`config.mk`:
```
export PLATFORM = sky130hd
export DESIGN_NAME = booth_mul
export DESIGN_NICKNAME = d
export VERILOG_FILES = /design/src/rtl/booth_mul_pkg.sv /design/src/rtl/booth_pp_rows.sv /design/src/rtl/csa32.sv /design/src/rtl/csa_tree.sv /design/src/rtl/prefix_adder.sv /design/src/rtl/booth_mul.sv
export SDC_FILE = /design/constraint.sdc
export NUM_CORES = 1
export LEC_CHECK = 0
export CORE_MARGIN = 8
export CORE_UTILIZATION = 46
export DETAILED_ROUTE_END_ITERATION = 8
export PLACE_DENSITY = 0.63
export SETUP_SLACK_MARGIN = 0.2
export SLEW_MARGIN = 20
export SYNTH_ARGS = -nofsm -noshare
export SYNTH_HDL_FRONTEND = slang
export SYNTH_SLANG_ARGS = --single-unit
```
`constraint.sdc`:
```
create_clock -name clk -period 5.9 [get_ports clk]
set_input_delay 1.18 -clock clk [delete_from_list [all_inputs] [get_ports clk]]
set_output_delay 1.18 -clock clk [all_outputs]
set_load 0.03 [all_outputs]
```
`src/rtl/booth_mul_pkg.sv`:
```
package booth_mul_pkg;

   // Booth digit selection for one 3-bit window of the multiplier operand
   typedef struct packed {
      logic neg;   // subtract the selected multiple
      logic one;   // select 1x of Y
      logic two;   // select 2x of Y
   } booth_sel_t;

   function automatic booth_sel_t booth_decode(input logic [2:0] win);
      booth_sel_t s;
      s.one = win[0] ^ win[1];
      s.two = (win == 3'b011) || (win == 3'b100);
      s.neg = win[2] & ~(win[1] & win[0]);
      return s;
   endfunction

   // rows left after one layer of 3:2 compression
   function automatic int csa_next(input int n);
      return 2 * (n / 3) + (n % 3);
   endfunction

   // rows present at a given layer of the tree
   function automatic int csa_count(input int n0, input int lvl);
      int n;
      n = n0;
      for (int i = 0; i < lvl; i++) n = csa_next(n);
      return n;
   endfunction

   // layers needed to reach two rows
   function automatic int csa_depth(input int n0);
      int n;
      int d;
      n = n0;
      d = 0;
      while (n > 2) begin
         n = csa_next(n);
         d++;
      end
      return d;
   endfunction

endpackage

```
`src/rtl/booth_pp_rows.sv`:
```
module booth_pp_rows
   import booth_mul_pkg::*;
#(
   parameter int XW = 16,
   parameter int YW = 16,
   localparam int PW = XW + YW,
   localparam int NR = (XW + 1) / 2
)(
   input  logic [XW-1:0] x_i,
   input  logic [YW-1:0] y_i,
   output logic [PW-1:0] rows_o [0:NR]
);

   // X widened: a zero below bit 0, sign copies above the top bit
   logic [XW+1:0] x_ext;
   logic [PW-1:0] y_ext;
   logic [PW-1:0] neg_row;
   logic [NR-1:0] neg_bits;

   assign x_ext = {x_i[XW-1], x_i, 1'b0};
   assign y_ext = {{XW{y_i[YW-1]}}, y_i};

   for (genvar k = 0; k < NR; k++) begin : g_row
      booth_sel_t    sel;
      logic [PW-1:0] mag;
      logic [PW-1:0] signed_mag;

      assign sel        = booth_decode(x_ext[2*k+2 : 2*k]);
      assign mag        = sel.two ? {y_ext[PW-2:0], 1'b0} :
                          sel.one ? y_ext : '0;
      assign signed_mag = sel.neg ? ~mag : mag;
      assign rows_o[k]  = signed_mag << (2 * k);
      assign neg_bits[k] = sel.neg;
   end

   // the +1 of each negated row sits at that row's weight
   always_comb begin
      neg_row = '0;
      for (int k = 0; k < NR; k++) neg_row[2*k] = neg_bits[k];
   end

   assign rows_o[NR] = neg_row;

endmodule

```
`src/rtl/csa32.sv`:
```
module csa32 #(
   parameter int W = 32
)(
   input  logic [W-1:0] a_i,
   input  logic [W-1:0] b_i,
   input  logic [W-1:0] c_i,
   output logic [W-1:0] sum_o,
   output logic [W-1:0] cry_o
);

   logic [W-2:0] maj;

   assign sum_o = a_i ^ b_i ^ c_i;
   assign maj   = (a_i[W-2:0] & b_i[W-2:0]) |
                  (b_i[W-2:0] & c_i[W-2:0]) |
                  (a_i[W-2:0] & c_i[W-2:0]);
   assign cry_o = {maj, 1'b0};

endmodule

```
`src/rtl/csa_tree.sv`:
```
module csa_tree
   import booth_mul_pkg::*;
#(
   parameter int W = 32,
   parameter int N = 9,
   localparam int D = csa_depth(N)
)(
   input  logic [W-1:0] rows_i [0:N-1],
   output logic [W-1:0] row0_o,
   output logic [W-1:0] row1_o
);

   logic [W-1:0] st [0:D][0:N-1];

   for (genvar j = 0; j < N; j++) begin : g_in
      assign st[0][j] = rows_i[j];
   end

   for (genvar l = 0; l < D; l++) begin : g_lvl
      localparam int NC = csa_count(N, l);
      localparam int G  = NC / 3;
      localparam int NN = csa_next(NC);

      for (genvar k = 0; k < G; k++) begin : g_cmp
         csa32 #(.W(W)) cmp_i (
            .a_i   (st[l][3*k]),
            .b_i   (st[l][3*k+1]),
            .c_i   (st[l][3*k+2]),
            .sum_o (st[l+1][2*k]),
            .cry_o (st[l+1][2*k+1])
         );
      end

      for (genvar j = 2 * G; j < N; j++) begin : g_slot
         if (j < NN) begin : g_pass
            assign st[l+1][j] = st[l][3*G + (j - 2*G)];
         end else begin : g_idle
            assign st[l+1][j] = '0;
         end
      end
   end

   assign row0_o = st[D][0];
   assign row1_o = st[D][1];

endmodule

```
`src/rtl/prefix_adder.sv`:
```
module prefix_adder #(
   parameter int W  = 32,
   localparam int N  = W - 1,
   localparam int LV = (N > 1) ? $clog2(N) : 1
)(
   input  logic [W-1:0] a_i,
   input  logic [W-1:0] b_i,
   output logic [W-1:0] s_o
);

   logic [N-1:0] gl [0:LV];
   logic [N-1:0] pl [0:LV-1];

   // carry-in is zero, so bit 0 generates only from its own inputs
   assign gl[0] = a_i[N-1:0] & b_i[N-1:0];
   assign pl[0] = a_i[N-1:0] ^ b_i[N-1:0];

   for (genvar s = 0; s < LV; s++) begin : g_lvl
      localparam int DST = 1 << s;
      for (genvar i = 0; i < N; i++) begin : g_bit
         if (i >= DST) begin : g_merge
            assign gl[s+1][i] = gl[s][i] | (pl[s][i] & gl[s][i-DST]);
            if (s + 1 < LV) begin : g_p
               assign pl[s+1][i] = pl[s][i] & pl[s][i-DST];
            end
         end else begin : g_keep
            assign gl[s+1][i] = gl[s][i];
            if (s + 1 < LV) begin : g_p
               assign pl[s+1][i] = pl[s][i];
            end
         end
      end
   end

   assign s_o = (a_i ^ b_i) ^ {gl[LV], 1'b0};

endmodule

```
`src/rtl/booth_mul.sv`:
```
module booth_mul
   import booth_mul_pkg::*;
#(
   parameter int XW     = 16,
   parameter int YW     = 16,
   parameter int STAGES = 2
)(
   input  logic              clk,
   input  logic              ce,
   input  logic [XW-1:0]     a_in,
   input  logic [YW-1:0]     b_in,
   output logic [XW+YW-1:0]  p_out
);

   localparam int PW = XW + YW;
   localparam int NR = (XW + 1) / 2;
   localparam int NROWS = NR + 1;

   if (XW < 4) begin : g_bad_xw
      $error("booth_mul: XW must be at least 4");
   end
   if (YW < XW) begin : g_bad_yw
      $error("booth_mul: YW must be at least XW");
   end
   if (STAGES < 0 || STAGES > 2) begin : g_bad_st
      $error("booth_mul: STAGES must be 0, 1 or 2");
   end

   logic [PW-1:0] pp     [0:NR];
   logic [PW-1:0] cs0, cs1;
   logic [PW-1:0] add_a, add_b;
   logic [PW-1:0] sum;

   booth_pp_rows #(.XW(XW), .YW(YW)) rows_i (
      .x_i    (a_in),
      .y_i    (b_in),
      .rows_o (pp)
   );

   csa_tree #(.W(PW), .N(NROWS)) tree_i (
      .rows_i (pp),
      .row0_o (cs0),
      .row1_o (cs1)
   );

   // first cut: both carry-save rows
   if (STAGES >= 1) begin : g_cut1
      logic [PW-1:0] r0, r1;
      always_ff @(posedge clk) begin
         if (ce) begin
            r0 <= cs0;
            r1 <= cs1;
         end
      end
      assign add_a = r0;
      assign add_b = r1;
   end else begin : g_thru1
      assign add_a = cs0;
      assign add_b = cs1;
   end

   prefix_adder #(.W(PW)) add_i (
      .a_i (add_a),
      .b_i (add_b),
      .s_o (sum)
   );

   // second cut: the final sum
   if (STAGES >= 2) begin : g_cut2
      logic [PW-1:0] rs;
      always_ff @(posedge clk) begin
         if (ce) rs <= sum;
      end
      assign p_out = rs;
   end else begin : g_thru2
      assign p_out = sum;
   end

endmodule

```
==> run summary, run 1 <==
Final worst slack = 0.731 ns
Synth top area share = 25.2%
Hold Buf Count CTS = 0
Fillers = 2,153
Wirelength per Cell = 17.2 um
Shortest period the worst path allows = 5.17 ns
Drt pass-1 iters = 5
Die ar. = 0.0291 mm2
Largest net degree at the start of global routing = 86
Post-synthesis xor/xnor area fraction = 12.5%
Max-slew violation count = 0
Synth warn = 0
CTS max path bufs = 2
Dpl ws = 0.346 ns
FFs w/ async S/R, synth = 0%
H-tree levels = 3
Syn Inst Count = 1,115
Maximum VDD drop = 0.243 mV
Chip Width = 170 um
Layout Nets = 1,387
Starting DRT DRC Count = 559
Min-delay src = add_a[0]
PD cells = 547 mW/mm2
First-pass GRT wire length = 41,300 um
Initial core utilization = 46.8%
TritonCTS clock tree = built
Sequential area share after synthesis = 25.2%
CTS root buffer = clkbuf_16
Synth unique cells = 49
Placed wire-length estimate = 20,000 um
CP startpoint = a_in[1]
R2R Path Start = add_a[10]
Die Ht = 170 um
Synth Cell Area = 0.0110 mm2
Clk pin slew, worst setup/hold paths = 0.07 ns
Routed Wire Length = 25,500 um
Initial antenna violation count = 0
CTS Sinks = 92
Worst path required time = 5.99 ns
Via density per instance = 5.31
MaxCap Viol Count = 0
Hold crit path type = reg2reg
Crit. End Element = flip-flop
Worst-Skew Late Latency = 0.35 ns
Data arrival time of the worst path = 5.25 ns
CORE AREA = 0.0235 mm2
Status = completed
Mux share of post-synthesis cell area = 2.63%
Critical Path Fanout Max = 16
Synth Area in Simple Gates = 10.2%
Gr ovfl total = 0
Synth top area cells = edfxtp_1 25%, fa_1 20%, xnor2_1 11%, ha_1 9.7%, a21oi_1 6.3%
Syn Nets = 1,345
I/O pin total = 66
RSZ-0062 raised after global routing = false
# port buffers = 65
Largest area contributor in the netlist = edfxtp_1
CP startpoint kind = input port
Largest family of logic cells by synthesized area = adder cells
Fin crit share = 87.6%
Area grow syn2layout = 11.9%
Remaining DRCs = 0
N_diodes = 0
Lkg Pwr = 5.43 nW
Antenna Nets Post-Route = 0
Total track usage = 17.8%
# Post-CTS Setup Buffers = 0
Gpl congestion = 0.944
Setup Crit Path Kind = in2reg
Slew HR = 30.5%
TritonCTS buffer count = 9
Adder-cell share of the synthesized area = 29.9%
Post-synth EDFFs = 92
Layout cells sized above 1 = 5.59%
Least-Margin Pin Slew = 1.04 ns
Synthesized flop and latch total = 92
Final clock skew = 0.00924 ns
Vias in the first global route = 7,739
Setup Total Neg Slack = 0 ns
Vias post-DR = 7,864
Mean Syn Cell Area = 9.84 um2
Post-CTS sizing = 0
Main synth FF type = edfxtp_1
Cell row count = 56
Post-synthesis compound-gate area fraction = 11.8%
# setup viols final = 0
Fmax = 193 MHz
Hold Vio Cnt, Final = 0
[flip-flops by register name, indices dropped and copies added, names as in the netlist]
signal,cells
add_a,32
p_out,32
add_b,28
[cell usage after synthesis, drive strengths merged (11+ instances only)]
| cell | number |
|---|---|
| and3 | 111 |
| xor2 | 18 |
| edfxtp | 92 |
| a21oi | 139 |
| fa | 111 |
| nor2 | 14 |
| nand2 | 23 |
| xnor2 | 138 |
| buf | 11 |
| a22oi | 11 |
| inv | 165 |
| mux2i | 21 |
| nand3 | 12 |
| ha | 85 |
| clkbuf | 52 |
| o21ai | 29 |
[layout by cell type, fill, tap and decap left out, drive strengths merged, types with 23 or more instances in the layout]
cell           synthesis  routed
inv                  165     170
a21oi                139     139
xnor2                138     138
and3                 111     111
fa                   111     111
edfxtp                92      92
ha                    85      85
clkdlybuf4s50          0      64
buf                   11      30
o21ai                 29      29
nand2                 23      23
[critical path, cell delays in order]
cell	delay, ns
clkdlybuf4s50_1	0.43
buf_4	0.18
ha_1	0.22
mux2_2	0.40
o21ai_0	0.25
xnor2_1	0.10
buf_4	0.15
fa_1	0.64
inv_1	0.19
fa_1	0.51
inv_1	0.05
fa_1	0.47
inv_1	0.05
fa_1	0.43
[cell type report]
cell class,instances,area [um2],share of cell area (%)
Multi-Input combinational cell,795,7350,59.8
Sequential cell,92,2760,22.5
Timing Repair Buffer,94,866,7.05
Inverter,165,619,5.04
Tap cell,319,399,3.25
Clock buffer,9,225,1.83
Clock inverter,7,65.1,0.530
[logic make-up after synthesis]
logic type / count (synthesis)
flip-flops: 92
AND/OR/NAND/NOR: 193
buffers and inverters: 228
adder cells (fa/ha/maj): 196
multiplexers: 28
AO/OA/AOI/OAI: 222
XOR/XNOR: 156
[worst paths after layout]
kind | end | cells past startpoint | slack, ns
max reg2reg | p_out[29] | 7 | 3.21
min reg2reg | p_out[0] | 0 | 0.42
max | add_a[24] | 14 | 0.73
min | p_out[0] | 0 | 0.42
[report_power, final]
group	leakage, nW	internal, mW	total (mW)	switching, mW
logic	4.38	1.96	4.63	2.66
clock network	0.146	0.298	0.562	0.264
registers	0.897	1.44	1.53	0.0910
total	5.43	3.70	6.72	3.02
[layer usage]
layer  track usage (%)  routed length, um  vias to the layer above
met1              25.6              12500                     3745
li1                  -                  -                     3851
met5                 0                  0                        -
met2              27.5              11100                      245
met4              4.81                369                        0
met3              2.78               1520                       23
[per-stage QoR]
stage	utilization (%)	instance area [um2]	hold slack (ns)	power, mW	std cells
after floorplan	-	11000	0.400	4.90	1115
after global placement	51.1	12000	0.401	6.03	1465
after detailed placement	51.1	12000	0.406	6.20	1465
after CTS	52.3	12300	0.424	6.79	1481
after global routing	52.3	12300	0.442	7.45	1481
final	52.3	12300	0.422	6.72	1481
Note: power is estimated with default switching activity, not from simulation.
==> run 2, diff against run 1 <==
Settings changed: CORE_UTILIZATION 46 to 40, PLACE_DENSITY 0.63 to 0.56, SLEW_MARGIN 20 to 0.
==> run 2 against run 1 <==
Net effect: critical path type unchanged; combinational power is essentially flat; routed wire length is 1.8% higher; register-to-register slack about the same; first-iteration DRC count up 10%; global-route usage decreased by 2.1 points; highest routed layer unchanged.
==> run summary, run 2 (same netlist as run 1, synthesis figures left out) <==
Most frequent cells in the layout = 163 x inv_1, 139 x a21oi_1, 138 x xnor2_1, 111 x and3_1, 111 x fa_1 (unchanged)
CORE AREA = 0.0270 mm2 (was 0.0235 mm2)
Chip Width = 182 um (was 170 um)
# setup viols final = 0 (unchanged)
Status = completed (unchanged)
Setup Total Neg Slack = 0 ns (unchanged)
Drt pass-1 iters = 5 (unchanged)
CTS max path bufs = 2 (unchanged)
Antenna Nets Post-Route = 0 (unchanged)
Gpl congestion = 0.938 (was 0.944)
First-pass GRT wire length = 42,200 um (was 41,300 um)
Maximum VDD drop = 0.231 mV (was 0.243 mV)
MaxCap Viol Count = 0 (unchanged)
CP startpoint kind = input port (unchanged)
Vias in the first global route = 7,813 (was 7,739)
Layout cells sized above 1 = 5.27% (was 5.59%)
Total track usage = 15.8% (was 17.8%)
Worst-Skew Late Latency = 0.34 ns (was 0.35 ns)
Hold Buf Count CTS = 0 (unchanged)
Slew HR = 45.2% (was 30.5%)
Layout Nets = 1,383 (was 1,387)
N_diodes = 0 (unchanged)
Hold Vio Cnt, Final = 0 (unchanged)
Critical Path Fanout Max = 16 (unchanged)
Worst path required time = 5.98 ns (was 5.99 ns)
Data arrival time of the worst path = 5.37 ns (was 5.25 ns)
Gr ovfl total = 0 (unchanged)
Die ar. = 0.0330 mm2 (was 0.0291 mm2)
Max-slew violation count = 0 (unchanged)
Hold crit path type = reg2reg (unchanged)
Least-Margin Pin Slew = 0.819 ns (was 1.04 ns)
Cell row count = 60 (was 56)
Vias post-DR = 7,786 (was 7,864)
Die Ht = 182 um (was 170 um)
Lkg Pwr = 5.41 nW (was 5.43 nW)
Largest net degree at the start of global routing = 57 (was 86)
Remaining DRCs = 0 (unchanged)
TritonCTS clock tree = built (unchanged)
TritonCTS buffer count = 9 (unchanged)
PD cells = 544 mW/mm2 (was 547 mW/mm2)
CTS Sinks = 92 (unchanged)
Fmax = 189 MHz (was 193 MHz)
R2R Setup Slk = 3.21 ns (about the same)
Crit. End Element = flip-flop (unchanged)
H-tree levels = 3 (unchanged)
Initial core utilization = 40.7% (was 46.8%)
Setup Crit Path Kind = in2reg (unchanged)
Commonest non-fill, non-tap cell in the layout = inv_1 (unchanged)
Placed wire-length estimate = 20,400 um (was 20,000 um)
# port buffers = 65 (unchanged)
Final clock skew = 0.00813 ns (was 0.00924 ns)
Fin crit share = 89.6% (was 87.6%)
Routed Wire Length = 26,000 um (was 25,500 um)
Post-CTS sizing = 0 (unchanged)
Clk pin slew, worst setup/hold paths = 0.07 ns (about the same)
Starting DRT DRC Count = 615 (was 559)
Area grow syn2layout = 11.9% (about the same)
RSZ-0062 raised after global routing = false (unchanged)
# Post-CTS Setup Buffers = 0 (unchanged)
Shortest period the worst path allows = 5.29 ns (was 5.17 ns)
Wirelength per Cell = 17.3 um (was 17.2 um)
Initial antenna violation count = 0 (unchanged)
Via density per instance = 5.19 (was 5.31)
CTS root buffer = clkbuf_16 (unchanged)
I/O pin total = 66 (unchanged)
Final core utilization = 45.6% (was 52.3%)
==> run 2: cell type report <==
cell class	instances	area, um2
Fill cell	2535	14700
Multi-Input combinational cell	795	7350
Sequential cell	92	2760
Timing Repair Buffer	90	836
Inverter	165	619
Tap cell	341	427
Clock buffer	9	225
Clock inverter	7	65.1
==> run 2: worst max-delay path, stage by stage <==
cell and delay, ns:
clkdlybuf4s50_1 0.57, inv_1 0.07, ha_1 0.20, mux2_2 0.38, o21ai_0 0.41, xnor2_1 0.22
fa_1 0.65, inv_1 0.17, fa_1 0.51, inv_1 0.05, fa_1 0.47, inv_1 0.05
fa_1 0.42
==> run 2: power breakdown <==
part | switching [mW] | total (mW) | leakage, nW | internal [mW]
logic | 2.65 | 4.60 | 4.36 | 1.95
registers | 0.0936 | 1.53 | 0.897 | 1.44
clock network | 0.259 | 0.555 | 0.144 | 0.296
total | 3.00 | 6.69 | 5.41 | 3.69
==> run 2: metrics by stage <==
step | hold WS (ns) | cells | setup slack, ns | instance area, um2 | power [mW]
2_1_floorplan | 0.400 | 1115 | 1.13 | 11000 | 4.90
3_3_place_gp | 0.404 | 1483 | 0.328 | 12000 | 6.07
3_5_place_dp | 0.405 | 1483 | 0.251 | 12000 | 6.18
4_1_cts | 0.421 | 1499 | 0.625 | 12300 | 6.75
5_1_grt | 0.438 | 1499 | 0.393 | 12300 | 7.46
6_report | 0.420 | 1499 | 0.613 | 12300 | 6.69
==> run 2: layer usage <==
| layer | track usage (%) | routed length (um) | part of all wire (%) |
|---|---|---|---|
| met1 | 23.3 | 13200 | 51 |
| met2 | 23.7 | 11100 | 43 |
| met3 | 1.86 | 1170 | 4.5 |
| met4 | 4.62 | 473 | 1.8 |
| met5 | 0 | 0 | 0 |
==> run 2: final timing paths <==
check                           depth (start not counted)       from   endpoint
worst min-delay path                                    0   add_a[1]   p_out[1]
worst max register to register                          7  add_a[10]  p_out[29]
worst min register to register                          0   add_a[1]   p_out[1]
worst max-delay path                                   13    a_in[3]  add_a[21]
